## config.mk

```make
export PLATFORM = sky130hd
export DESIGN_NAME = pch_sched
export DESIGN_NICKNAME = d
export VERILOG_FILES = /design/src/rtl/pch_pkg.sv /design/src/rtl/pch_queue.sv /design/src/rtl/pch_age.sv /design/src/rtl/pch_pick.sv /design/src/rtl/pch_sched.sv
export SDC_FILE = /design/constraint.sdc
export NUM_CORES = 1
export LEC_CHECK = 0
export ABC_AREA = 1
export ABC_CLOCK_PERIOD_IN_PS = 4150
export BUFFER_PORTS_ARGS = -buffer_cell sky130_fd_sc_hd__buf_2
export CAP_MARGIN = 10
export CORE_MARGIN = 3
export CORE_UTILIZATION = 55
export CTS_CLUSTER_DIAMETER = 80
export DETAILED_ROUTE_END_ITERATION = 6
export PLACE_DENSITY = 0.73
export SLEW_MARGIN = 15
export SYNTH_ARGS = -nofsm -noshare
export SYNTH_HDL_FRONTEND = slang
export SYNTH_SLANG_ARGS = --single-unit
export TNS_END_PERCENT = 10
```

## constraint.sdc

```tcl
create_clock -name clk -period 4.15 [get_ports clk]
set_clock_uncertainty 0.2 [all_clocks]
set_input_delay 0.415 -clock clk [delete_from_list [all_inputs] [get_ports clk]]
set_output_delay 0.415 -clock clk [all_outputs]
set_load 0.03 [all_outputs]
```

## src/rtl/pch_pkg.sv

```systemverilog
package pch_pkg;
   typedef enum logic {
      KIND_PLAIN   = 1'b0,
      KIND_REFRESH = 1'b1
   } pch_kind_e;

   // Saturating clamp of a programmed gap to the same-set limit
   function automatic int unsigned gap_clamp(input int unsigned g, input int unsigned lim);
      return (g > lim) ? lim : g;
   endfunction
endpackage

```

## src/rtl/pch_queue.sv

```systemverilog
module pch_queue #(
   parameter int SET_W = 2,
   parameter int DEPTH = 4,
   localparam int PTR_W = $clog2(DEPTH),
   localparam int CNT_W = $clog2(DEPTH + 1)
) (
   input  logic             clk,
   input  logic             rst_n,
   input  logic             push,
   input  pch_pkg::pch_kind_e push_kind,
   input  logic [SET_W-1:0] push_set,
   input  logic [1:0]       pop_n,
   output logic             full,
   output logic [CNT_W-1:0] cnt,
   output logic             h0_vld,
   output pch_pkg::pch_kind_e h0_kind,
   output logic [SET_W-1:0] h0_set,
   output logic             h1_vld,
   output pch_pkg::pch_kind_e h1_kind,
   output logic [SET_W-1:0] h1_set
);
   if (DEPTH < 2 || (1 << PTR_W) != DEPTH) begin : g_bad_depth
      $error("pch_queue: DEPTH must be a power of two, at least 2");
   end

   pch_pkg::pch_kind_e kind_mem [DEPTH];
   logic [SET_W-1:0]   set_mem  [DEPTH];
   logic [PTR_W-1:0]   rd_q, wr_q, rd_nx;
   logic [CNT_W-1:0]   cnt_q;
   logic               do_push;

   assign rd_nx   = rd_q + PTR_W'(1);
   assign full    = (cnt_q == CNT_W'(DEPTH));
   assign do_push = push && !full;
   assign cnt     = cnt_q;

   assign h0_vld  = (cnt_q != '0);
   assign h0_kind = kind_mem[rd_q];
   assign h0_set  = set_mem[rd_q];
   assign h1_vld  = (cnt_q > CNT_W'(1));
   assign h1_kind = kind_mem[rd_nx];
   assign h1_set  = set_mem[rd_nx];

   always_ff @(posedge clk) begin
      if (!rst_n) begin
         rd_q  <= '0;
         wr_q  <= '0;
         cnt_q <= '0;
      end else begin
         rd_q  <= rd_q + PTR_W'(pop_n);
         wr_q  <= wr_q + PTR_W'(do_push);
         cnt_q <= cnt_q + CNT_W'(do_push) - CNT_W'(pop_n);
      end
   end

   always_ff @(posedge clk) begin
      if (do_push) begin
         kind_mem[wr_q] <= push_kind;
         set_mem[wr_q]  <= push_set;
      end
   end


   cnt_bound_chk: assert property (@(posedge clk) disable iff (!rst_n)
      cnt_q <= CNT_W'(DEPTH));


   pop_within_chk: assert property (@(posedge clk) disable iff (!rst_n)
      CNT_W'(pop_n) <= cnt_q);
endmodule

```

## src/rtl/pch_age.sv

```systemverilog
module pch_age #(
   parameter int SET_W    = 2,
   parameter int SAME_GAP = 4,
   localparam int NSETS   = 1 << SET_W,
   localparam int AGE_W   = $clog2(SAME_GAP + 1)
) (
   input  logic             clk,
   input  logic             rst_n,
   input  logic             iss0_vld,
   input  logic [SET_W-1:0] iss0_set,
   input  logic             iss1_vld,
   input  logic [SET_W-1:0] iss1_set,
   input  logic [AGE_W-1:0] gap,
   output logic [NSETS-1:0] set_ok,
   output logic             any_ok
);
   localparam logic [AGE_W-1:0] SAT = AGE_W'(SAME_GAP);
   localparam logic [AGE_W-1:0] ONE = AGE_W'(1);

   if (SAME_GAP < 1) begin : g_bad_gap
      $error("pch_age: SAME_GAP must be at least 1");
   end

   logic [AGE_W-1:0] any_age_q;

   for (genvar s = 0; s < NSETS; s++) begin : g_set
      logic [AGE_W-1:0] age_q;
      logic             hit;

      assign hit = (iss0_vld && iss0_set == SET_W'(s)) ||
                   (iss1_vld && iss1_set == SET_W'(s));
      assign set_ok[s] = (age_q == SAT);

      always_ff @(posedge clk) begin
         if (!rst_n)            age_q <= SAT;
         else if (hit)          age_q <= ONE;
         else if (age_q != SAT) age_q <= age_q + ONE;
      end


      set_age_chk: assert property (@(posedge clk) disable iff (!rst_n)
         hit |-> age_q == SAT);
   end

   always_ff @(posedge clk) begin
      if (!rst_n)                any_age_q <= SAT;
      else if (iss0_vld)         any_age_q <= ONE;
      else if (any_age_q != SAT) any_age_q <= any_age_q + ONE;
   end

   assign any_ok = (any_age_q >= gap);


   any_age_chk: assert property (@(posedge clk) disable iff (!rst_n)
      iss0_vld |-> any_age_q >= gap);
endmodule

```

## src/rtl/pch_pick.sv

```systemverilog
module pch_pick #(
   parameter int SET_W    = 2,
   parameter bit MERGE_EN = 1'b1,
   localparam int NSETS   = 1 << SET_W
) (
   input  logic             h0_vld,
   input  pch_pkg::pch_kind_e h0_kind,
   input  logic [SET_W-1:0] h0_set,
   input  logic             h1_vld,
   input  pch_pkg::pch_kind_e h1_kind,
   input  logic [SET_W-1:0] h1_set,
   input  logic [NSETS-1:0] set_ok,
   input  logic             any_ok,
   input  logic             gap_zero,
   output logic             iss0,
   output logic             iss1,
   output logic [1:0]       pop_n
);
   assign iss0 = h0_vld && set_ok[h0_set] && any_ok;

   if (MERGE_EN) begin : g_merge
      assign iss1 = iss0 && gap_zero && h1_vld &&
                    (h1_set != h0_set) && (h1_kind != h0_kind) &&
                    set_ok[h1_set];
   end else begin : g_single
      assign iss1 = 1'b0;
   end

   assign pop_n = {1'b0, iss0} + {1'b0, iss1};
endmodule

```

## src/rtl/pch_sched.sv

```systemverilog
module pch_sched #(
   parameter int SET_W    = 2,
   parameter int DEPTH    = 4,
   parameter int SAME_GAP = 4,
   parameter bit MERGE_EN = 1'b1,
   localparam int NSETS   = 1 << SET_W,
   localparam int AGE_W   = $clog2(SAME_GAP + 1),
   localparam int CNT_W   = $clog2(DEPTH + 1)
) (
   input  logic             clk,
   input  logic             rst_n,
   input  logic [AGE_W-1:0] cfg_diff_gap,
   input  logic             req_valid,
   input  logic             req_refresh,
   input  logic [SET_W-1:0] req_set,
   output logic             req_ready,
   output logic             s0_valid,
   output logic             s0_refresh,
   output logic [SET_W-1:0] s0_set,
   output logic             s1_valid,
   output logic             s1_refresh,
   output logic [SET_W-1:0] s1_set
);
   import pch_pkg::*;

   if (SET_W < 1) begin : g_bad_set
      $error("pch_sched: SET_W must be at least 1");
   end

   logic               full;
   logic [CNT_W-1:0]   q_cnt;
   logic               h0_vld, h1_vld;
   pch_kind_e          h0_kind, h1_kind;
   logic [SET_W-1:0]   h0_set, h1_set;
   logic [1:0]         pop_n;
   logic               iss0, iss1;
   logic [NSETS-1:0]   set_ok;
   logic               any_ok;
   logic [AGE_W-1:0]   gap_q;
   logic [AGE_W-1:0]   gap_clamped;

   assign req_ready   = !full;
   assign gap_clamped = AGE_W'(gap_clamp(int'(cfg_diff_gap), SAME_GAP));

   always_ff @(posedge clk) begin
      if (!rst_n)            gap_q <= AGE_W'(SAME_GAP);
      else if (q_cnt == '0)  gap_q <= gap_clamped;
   end

   pch_queue #(.SET_W(SET_W), .DEPTH(DEPTH)) u_queue (
      .clk      (clk),
      .rst_n    (rst_n),
      .push     (req_valid),
      .push_kind(pch_kind_e'(req_refresh)),
      .push_set (req_set),
      .pop_n    (pop_n),
      .full     (full),
      .cnt      (q_cnt),
      .h0_vld   (h0_vld),
      .h0_kind  (h0_kind),
      .h0_set   (h0_set),
      .h1_vld   (h1_vld),
      .h1_kind  (h1_kind),
      .h1_set   (h1_set)
   );

   pch_age #(.SET_W(SET_W), .SAME_GAP(SAME_GAP)) u_age (
      .clk     (clk),
      .rst_n   (rst_n),
      .iss0_vld(iss0),
      .iss0_set(h0_set),
      .iss1_vld(iss1),
      .iss1_set(h1_set),
      .gap     (gap_q),
      .set_ok  (set_ok),
      .any_ok  (any_ok)
   );

   pch_pick #(.SET_W(SET_W), .MERGE_EN(MERGE_EN)) u_pick (
      .h0_vld  (h0_vld),
      .h0_kind (h0_kind),
      .h0_set  (h0_set),
      .h1_vld  (h1_vld),
      .h1_kind (h1_kind),
      .h1_set  (h1_set),
      .set_ok  (set_ok),
      .any_ok  (any_ok),
      .gap_zero(gap_q == '0),
      .iss0    (iss0),
      .iss1    (iss1),
      .pop_n   (pop_n)
   );

   always_ff @(posedge clk) begin
      if (!rst_n) begin
         s0_valid   <= 1'b0;
         s0_refresh <= 1'b0;
         s0_set     <= '0;
         s1_valid   <= 1'b0;
         s1_refresh <= 1'b0;
         s1_set     <= '0;
      end else begin
         s0_valid   <= iss0;
         s0_refresh <= iss0 ? (h0_kind == KIND_REFRESH) : 1'b0;
         s0_set     <= iss0 ? h0_set : '0;
         s1_valid   <= iss1;
         s1_refresh <= iss1 ? (h1_kind == KIND_REFRESH) : 1'b0;
         s1_set     <= iss1 ? h1_set : '0;
      end
   end


   slot_pair_chk: assert property (@(posedge clk) disable iff (!rst_n)
      s1_valid |-> (s0_valid && s1_set != s0_set));


   pair_kind_chk: assert property (@(posedge clk) disable iff (!rst_n)
      s1_valid |-> s0_refresh != s1_refresh);


   gap_hold_chk: assert property (@(posedge clk) disable iff (!rst_n)
      ($past(q_cnt) != '0) |-> $stable(gap_q));


   full_ready_chk: assert property (@(posedge clk) disable iff (!rst_n)
      (q_cnt == CNT_W'(DEPTH)) |-> !req_ready);
endmodule

```

==> Yosys cells after proc, flatten, opt, wreduce, memory -nomap -nowiden <==
Memories as Yosys holds them, arrays and structs flattened. A register that Yosys moved wholly into a read port is not among the register bits.
Index checks and enable logic that the tools add are counted.
{ "totals": {"register_bits": 33, "inputBits": 9, "ramBits": 12, "out_inout_bits": 9, "wordCells": 114, "mem_count": 2} }
{ "classes": {"n_lt_le_gt_ge": 5, "add_sub_neg": 11, "n_eq_ne": 18, "reduce_logical": 38, "bitwise": 1, "mux": 19} }
{ "memory_table": {"columns": ["memory", "words", "width", "rd", "rd_ports_with_merged_regs", "write_ports", "line", "text"], "rows": [
  ["u_queue.set_mem", 4, 2, 2, 1, 1, "pch_queue.sv:27", "logic [SET_W-1:0] set_mem [DEPTH];"],
  ["u_queue.kind_mem", 4, 1, 2, 1, 1, "pch_queue.sv:26", "pch_pkg::pch_kind_e kind_mem [DEPTH];"]
]} }
{ "op_table": {"columns": ["op", "n"], "rows": [
  ["$mux W3", 11],
  ["$logic_and A1 B1 Y1", 16],
  ["$add A3 B1 Y3 const B", 5],
  ["$eq A3 B3 Y1 const B", 5],
  ["$ne A3 B3 Y1 const B", 5],
  ["$reduce_bool A2 Y1", 5],
  ["$reduce_or A2 Y1", 5],
  ["$eq A2 B2 Y1 const B", 4],
  ["$logic_not A3 Y1", 2],
  ["$lt A2 B3 Y1 const B", 2],
  ["$bmux W1 S2", 2],
  ["$eq A2 B1 Y1 const B", 2],
  ["$logic_not A2 Y1", 2],
  ["$logic_or A1 B1 Y1", 4],
  ["$mux W1", 4],
  ["$mux W2", 2],
  ["$reduce_and A2 Y1", 2],
  ["$add A3 B1 Y3", 1],
  ["$ge A3 B3 Y1", 1],
  ["$gt A3 B1 Y1 const B", 1],
  ["$gt A3 B3 Y1 const B", 1],
  ["$reduce_bool A3 Y1", 1],
  ["$sub A3 B2 Y3", 1],
  ["$add A1 B1 Y2", 1],
  ["other kinds (7)", 7]
]} }

==> Logic depth before layout (Yosys ltp) <==
Gate-level depths: netlist (run 1).
{ "depth": {"depth_word": 13, "depth_mapped": 22, "mapped_depth_nobuf": 21} }

==> By module <==
Synthesis (run 1) repeated with hierarchy kept, for this count alone.
{ "unflattened": {"cells_unflattened": 338, "area_unflattened_um2": 2496.1} }
{ "modules_own_cells": {"columns": ["mod", "cells_each", "area_each_um2", "instances"], "rows": [
  ["pch_queue", 116, 987.2, 1],
  ["pch_age", 141, 970.9, 1],
  ["pch_sched", 46, 367.9, 1],
  ["pch_pick", 35, 170.2, 1]
]} }

==> Least setup slack after synthesis (run 1) <==
Ideal clock, no wire load.
{ "synth_path": {"kind": "register to register", "from": "register u_queue.rd_q[1]", "to": "register u_queue.cnt_q[2], in the netlist u_queue.cnt[2]", "path_buffers": 1, "setup_time_ns": 0.072, "slack_ns": 0.931, "arrival_ns": 2.947, "required_ns": 3.878, "stages_incl_launch_ff": 23, "path_cell_list": "dfxtp_1 buf_6 inv_4 nand2_2 nand2_2 nand2_2 nand2_4 inv_2 nand2_1 nand2_1 nand2_1 nand2_1 nor2_2 inv_1 nor2_1 ha_1 ha_1 inv_1 ha_1 fa_1 xor2_1 or2_2 a21oi_1"} }
{ "synth_between": {"elab_chain_len": 8, "elab_cells_between_ends": 12} }
{ "synth_rtl": {"columns": ["item", "line", "text"], "rows": [
  ["from (decl)", "pch_queue.sv:28", "logic [PTR_W-1:0] rd_q, wr_q, rd_nx;"],
  ["from (signal assigned)", "pch_queue.sv:50", "rd_q <= rd_q + PTR_W'(pop_n);"],
  ["$add A2 B1 Y2 *", "pch_queue.sv:32", "assign rd_nx = rd_q + PTR_W'(1);"],
  ["$mem_v2 Z4 W2", null, null],
  ["$ne A2 B2 Y1", "pch_pick.sv:23", "(h1_set != h0_set) && (h1_kind != h0_kind) &&"],
  ["$logic_and A1 B1 Y1", "pch_pick.sv:22", "assign iss1 = iss0 && gap_zero && h1_vld &&"],
  ["$logic_and A1 B1 Y1", "pch_pick.sv:23", null],
  ["$logic_and A1 B1 Y1 *", "pch_pick.sv:23", null],
  ["via iss1", "pch_sched.sv:36", "logic iss0, iss1;"],
  ["$add A1 B1 Y2 *", "pch_pick.sv:29", "assign pop_n = {1'b0, iss0} + {1'b0, iss1};"],
  ["$sub A3 B2 Y3 *", "pch_queue.sv:52", "cnt_q <= cnt_q + CNT_W'(do_push) - CNT_W'(pop_n);"],
  ["to (signal assigned)", "pch_queue.sv:52", null],
  ["to (decl)", "pch_queue.sv:29", "logic [CNT_W-1:0] cnt_q;"]
]} }
Mark *: on every way through the listed nets, which the timed path passes. The rest lies on a longest branch. The select of a mux whose other input is x is not followed.
A chain may end at the register's enable or synchronous reset.

==> Worst setup path in the final report (run 1) <==
{ "layout_path": {"from": "register u_queue.rd_q[0]", "to": "register u_queue.cnt_q[2], in the netlist u_queue.cnt[2]"} }
The elaborated chain is that of the path after synthesis.

==> impl_metrics.csv, run 1 <==
group,metric,value,unit
outcome,status,"finished, final reports clean",
clock_tree,cts_tree,"built",
clock_tree,cts_buffers,5,
worst_setup_path,crit_family,"simple AND/OR/NAND/NOR gates",
synth,synth_fp_nets,361,
synth,synth_area,0.00251,mm²
clock_tree,clk_path_buf_depth,2,
clock_tree,root_buffer,"clkbuf_8",
sta,layout_setup_ws,374,ps
worst_setup_path,slowest_stage,"dfxtp_1",
worst_setup_path,cp_num_buf_inv,4,
die,rows,23,
layout,fin_area,0.00272,mm²
sta,tns,0,ps
die,die_h,73.6,µm
pwr,total_power,2.07,mW
sta,rsz0062_at_grt,"no",
drt,vias,1963,
clock_tree,hold_buffers,0,
drt,drt_first_pass_iters,4,
clock_tree,cts.htree.levels,2,
layout,area_growth,8.17,%
clock_tree,clk_pin_slew,70,ps
drt,drc_errors,0,
placed_design,hpwl,3.54,mm
layout,antennaDiodeCount,0,
die,pin_count,18,
worst_setup_path,arrival,3790,ps
sta,hold_viol,0,
die,die_w,73.6,µm
sta,drv_slew,0,
synth,ys_seq_area_frac,0.407,
worst_setup_path,crit_path_end_kind,"flop",
placed_design,post_dp_cell_area,0.00261,mm²
clock_tree,postCtsSetupBuffers,0,
clock_tree,cts_resized,0,
synth,ys_types,32,
global_routing,grt_pass1_wl,7.94,mm
placed_design,place.gp.congestion,0.867,
pwr,p_leak,1.43,nW
drt,wl,4.50,mm
sta,final_min_period_over_clock_period,0.910,
worst_setup_path,path_max_fanout,13,
global_routing,overflow,0,
drt,drtAntennaViolNets,0,
die,start_util,0.598,
sta,finalCriticalPeriod,3780,ps
layout,final_core_util,0.647,
worst_setup_path,max_stage_delay,540,ps
synth,syn_area_per_cell,7.56,µm²
placed_design,dp.cells,393,
placed_design,io_buffers,17,
placed_design,pre_cts_slack,405,ps
global_routing,grt_use_total,0.189,
pwr,p_per_area,763,mW/mm²
global_routing,grt_max_degree,15,
layout,layout.nets,379,
worst_setup_path,cp-start-kind,"flop",
layout,final_cells,401,
sta,tightest_slew,511,ps
synth,yosys_warnings,0,
sta,relSlewSlack,0.659,
worst_setup_path,path_common_cell,"nand2_1",
hold_path,min_path_type,"in -> reg",
worst_setup_path,crit_chain,"inv_2 > nand2_2 > nand2_2 > nand2_1 > nand2_1 > nand2_1 > nand3_1 > inv_1 > nand2_1 > nor2_2 > inv_1 > nor2_1 > ha_1 > ha_1 > inv_1 > ha_1 > fa_1 > xor2_1 > or2_2 > a21oi_1",
die,core_area,0.00420,mm²
layout,drive_above_1_share,0.131,
clock_tree,clock-sinks,45,
sta,timing.hold.ws,145,ps
die,die_area,0.00541,mm²
worst_setup_path,path_class,"reg -> reg",
worst_setup_path,required,4170,ps
flow_run,drv_cap,0,
clock_tree,clkLatencyLatePin,290,ps
synth,synthCells,332,
global_routing,antenna_found_initial,0,
layout,fillers,388,
synth,synth-seq-cells,45,
sta,setup_viol,0,
drt,wl_per_cell,11.2,µm
drt,first_iter_violations,84,
sta,max_freq,265,MHz
pwr,ir_worst_vdd,0.383,mV
global_routing,grt_pass1_vias,1839,
drt,vias_per_cell,4.90,
==> layout make-up <==
type	count	area, µm²	area share
inverter	54	205	0.0755
tap	50	62.6	0.0230
timing repair buffer	17	85.1	0.0313
clock buffer	6	72.6	0.0267
clock inverter	2	33.8	0.0124
multi-input combinational	227	1240	0.455
sequential	45	1020	0.376
==> report_power, final <==
part | total (mW) | internal [mW] | switching (mW)
Sequential | 0.653 | 0.570 | 0.0828
Clock | 0.318 | 0.178 | 0.140
Combinational | 1.10 | 0.391 | 0.711
==> worst reg2reg max path, stage by stage, from the launching register on <==
cell and delay [ps]:
dfxtp_1 540, inv_2 190, nand2_2 140, nand2_2 80, nand2_1 100, nand2_1 60
nand2_1 50, nand3_1 130, inv_1 90, nand2_1 60, nor2_2 190, inv_1 70
nor2_1 90, ha_1 260, ha_1 280, inv_1 40, ha_1 200, fa_1 370
xor2_1 180, or2_2 280, a21oi_1 110
==> cell families after synthesis <==
group,count (synthesis),share of synthesized area
adders and majority gates,20,0.103
DFF,45,0.407
buffers and inverters,60,0.101
AOI/OAI and AO/OA,31,0.0722
xor gates and xnor gates,8,0.0279
and+or+nand+nor,168,0.289
==> registers in the layout, summed over array words and instances, names as in the netlist, 2 cells and up <==
register           flops
u_queue.cnt            3
u_age.g_set.age_q     12
u_age.any_age_q        3
u_queue.rd_q           2
s0_set                 2
u_queue.set_mem        8
u_queue.wr_q           2
s1_set                 2
gap_q                  3
u_queue.kind_mem       4
==> layout by cell type (no fill, tap or decap) <==
cell / instances
nand2_1: 103
inv_1: 50
dfxtp_1: 33
nor2_1: 24
nand3_1: 19
ha_1: 19
buf_2: 17
a21oi_1: 14
edfxtp_1: 12
nand2_2: 8
xor2_1: 7
o21ai_0: 7
nor3_1: 5
clkbuf_8: 5
a21oi_2: 4
inv_2: 3
o211ai_1: 2
nand3_2: 2
nor2_4: 2
a211oi_1: 2
inv_4: 1
nand2_4: 1
nor4_1: 1
nor2_2: 1
or2_2: 1
xnor2_1: 1
nand3b_1: 1
o21ai_1: 1
a31oi_1: 1
fa_1: 1
clkinv_1: 1
bufinv_16: 1
clkbuf_1: 1
==> Yosys cell counts, drive strengths merged <==
| cell | instances | area (µm²) |
|---|---|---|
| edfxtp | 12 | 360 |
| nand3b | 1 | 7.51 |
| nor3 | 5 | 25.0 |
| o211ai | 2 | 15.0 |
| nand2 | 112 | 448 |
| fa | 1 | 20.0 |
| dfxtp | 33 | 661 |
| or2 | 1 | 6.26 |
| a211oi | 2 | 15.0 |
| inv | 54 | 205 |
| xnor2 | 1 | 8.76 |
| buf | 5 | 45.0 |
| o21ai | 8 | 40.0 |
| clkbuf | 1 | 3.75 |
| a21oi | 18 | 105 |
| nor4 | 1 | 6.26 |
| xor2 | 7 | 61.3 |
| nand3 | 21 | 115 |
| a31oi | 1 | 6.26 |
| nor2 | 27 | 119 |
| ha | 19 | 238 |
==> per-layer routing <==
layer	global-route usage	part of all wire
met1	0.234	0.46
met2	0.333	0.50
met3	0.0410	0.032
met4	0.0483	0.0096
met5	0	0
==> path summary, 6_finish.rpt <==
kind	endpoint	cells after the start	slack, ps	from
setup / recovery	u_queue.cnt[2]	20	370	u_queue.rd_q[0]
hold / removal	u_queue.kind_mem[3]	1	150	req_refresh
setup reg to reg	u_queue.cnt[2]	20	370	u_queue.rd_q[0]
hold reg to reg	gap_q[1]	2	310	gap_q[1]
(Power assumes the default switching activity.)
==> run 2, diff against run 1 <==
ABC_CLOCK_PERIOD_IN_PS = 4100   (was 4150)
clock period = 4.1 ns   (was 4.15 ns; I/O delays follow)
==> run 2 against run 1 <==
Net effect:
- utilization barely moved
- via count decreased by 0.71%
- cell count did not move
- first-iteration DRC count grew 3.6%
- combinational power is essentially flat
- worst hold slack worse by 7.1 ps
- maximum frequency increased by 2.9%
- die area did not move
- clock power barely moved
- critical endpoint unchanged
- largest power group unchanged
==> impl_metrics.csv, run 2 (synthesis results as in run 1) <==
group,metric,value,unit
outcome,status,"finished, final reports clean",
layout,antennaDiodeCount,0,
clock_tree,clock-sinks,45,
global_routing,grt_busiest_layer,"met2",
hold_path,hold_depth,1,
pwr,p_leak,1.43,nW
global_routing,gr-usage-met2,0.324,
drt,drc_errors,0,
pwr,clock_power_share,0.153,
flow_run,drv_cap,0,
sta,drv_slew,0,
die,pin_count,18,
worst_setup_path,path_max_fanout,9,
die,rows,23,
clock_tree,cts_buffers,5,
global_routing,grt_pass1_wl,7.87,mm
sta,timing.hold.ws,138,ps
die,die_h,73.6,µm
drt,vias,1949,
global_routing,antenna_found_initial,0,
sta,setup_viol,0,
worst_setup_path,r2r_slack,430,ps
die,start_util,0.598,
pwr,swShare,0.450,
worst_setup_path,arrival,3690,ps
die,die_w,73.6,µm
drt,first_iter_violations,87,
sta,hold_viol,0,
worst_setup_path,cp-start-kind,"flop",
clock_tree,cts.htree.levels,2,
die,die_area,0.00541,mm²
layout,final_common_cell,"nand2_1",
placed_design,io_buffers,17,
drt,vias_per_cell,4.86,
sta,final_min_period_over_clock_period,0.895,
clock_tree,clkLatencyLatePin,300,ps
worst_setup_path,path_class,"reg -> reg",
hold_path,min_path_type,"in -> reg",
clock_tree,cts_tree,"built",
sta,tightest_slew,513,ps
sta,rsz0062_at_grt,"no",
worst_setup_path,reg2reg_from,"u_queue.rd_q[1]",
placed_design,place.gp.congestion,0.867,
sta,finalCriticalPeriod,3670,ps
hold_path,holdPathEnd,"u_queue.set_mem[1][0]",
pwr,p_int,1.15,mW
worst_setup_path,r2r_cells,20,
layout,drive_above_1_share,0.134,
worst_setup_path,required,4120,ps
pwr,seqPwrFrac,0.315,
global_routing,grt_use_total,0.189,
worst_setup_path,crit_path_end_kind,"flop",
clock_tree,root_buffer,"clkbuf_8",
drt,wl_per_cell,11.2,µm
sta,tns,0,ps
worst_setup_path,r2r_end,"u_queue.cnt[2]",
clock_tree,hold_buffers,0,
pwr,p_comb_frac,0.532,
layout,reg_top3,"u_age.g_set.age_q x12, u_queue.set_mem x8, u_queue.kind_mem x4",
clock_tree,clk_pin_slew,70,ps
global_routing,grt_pass1_vias,1808,
hold_path,min_from,"req_set[0]",
global_routing,overflow,0,
die,core_area,0.00420,mm²
global_routing,grt_max_degree,15,
worst_setup_path,crit_start,"u_queue.rd_q[1]",
placed_design,hpwl,3.56,mm
layout,area_growth,8.22,%
layout,layout_common_cells,"nand2_1, inv_1, dfxtp_1",
drt,drtAntennaViolNets,0,
clock_tree,clk_path_buf_depth,2,
drt,wl,4.48,mm
sta,max_freq,273,MHz
layout,largest_register_ffs,12,
sta,relSlewSlack,0.657,
drt,drt_first_pass_iters,4,
pwr,ir_worst_vdd,0.411,mV
global_routing,gr-usage-met1,0.235,
pwr,switching_power,0.945,mW
global_routing,met3_usage,0.0451,
layout,layout.nets,379,
pwr,p_per_area,772,mW/mm²
layout,top_register,"u_age.g_set.age_q",
layout,fillers,388,
## run 2: cell count changes in the layout (fill, tap and decap cells not counted)
cell	before	now
dfxtp_1	33	32
dfxtp_2	0	1
## run 2: worst max-delay path by stage
stage	to	slack [ps]
global placement	u_queue.cnt[2]	430
finish	u_queue.cnt[2]	430
floorplan	u_queue.cnt[2]	880
CTS	u_queue.cnt[2]	340
global route	u_queue.cnt[2]	120
detailed placement	u_queue.cnt[2]	360
## run 2: per-layer routing
metal  share of wire  vias to the layer above  wire, µm
met1            0.46                      842      2070
met2            0.49                       28      2200
met3           0.033                        6       148
li1                -                     1073         -
met5               0                        -         0
met4           0.013                        0        57
## run 2: layout make-up
type,count,area [µm²],area share
multi-input combinational,227,1240,0.455
tap,50,62.6,0.0230
timing repair buffer,17,85.1,0.0313
sequential,45,1020,0.376
inverter,54,205,0.0755
clock buffer,6,72.6,0.0267
clock inverter,2,33.8,0.0124
## run 2: repair_timing
action | 4_1_cts | 5_1_grt
setup endpoints to repair | 0 | 1
setup buffers | 0 | 0
resized for setup | 0 | 1
## run 2: worst max-delay path, stage by stage (launching register included)
cell	delay, ps
dfxtp_1	540
inv_4	110
nand2_2	120
nand2_2	80
nand2_1	100
nand2_1	60
nand2_1	50
nand3_1	130
inv_1	90
nand2_1	60
nor2_2	180
inv_1	70
nor2_1	90
ha_1	260
ha_1	280
inv_1	40
ha_1	200
fa_1	370
xor2_1	180
or2_2	280
a21oi_1	120
## run 2: power groups by stage
stage	Combinational, mW	Clock (mW)	Sequential, mW
floorplan	0.932	0	0.668
global placement	1.09	0	0.667
detailed placement	1.12	0	0.668
CTS	1.12	0.330	0.660
global route	1.31	0.353	0.677
finish	1.12	0.321	0.661
## run 2: stage by stage
step	setup WS [ps]	power [mW]	utilization	std cells	area (µm²)
floorplan	881	1.60	-	332	2510
finish	432	2.10	0.647	401	2720
global placement	430	1.76	0.621	393	2610
detailed placement	364	1.79	0.621	393	2610
global route	116	2.34	0.647	401	2720
CTS	338	2.11	0.647	401	2720
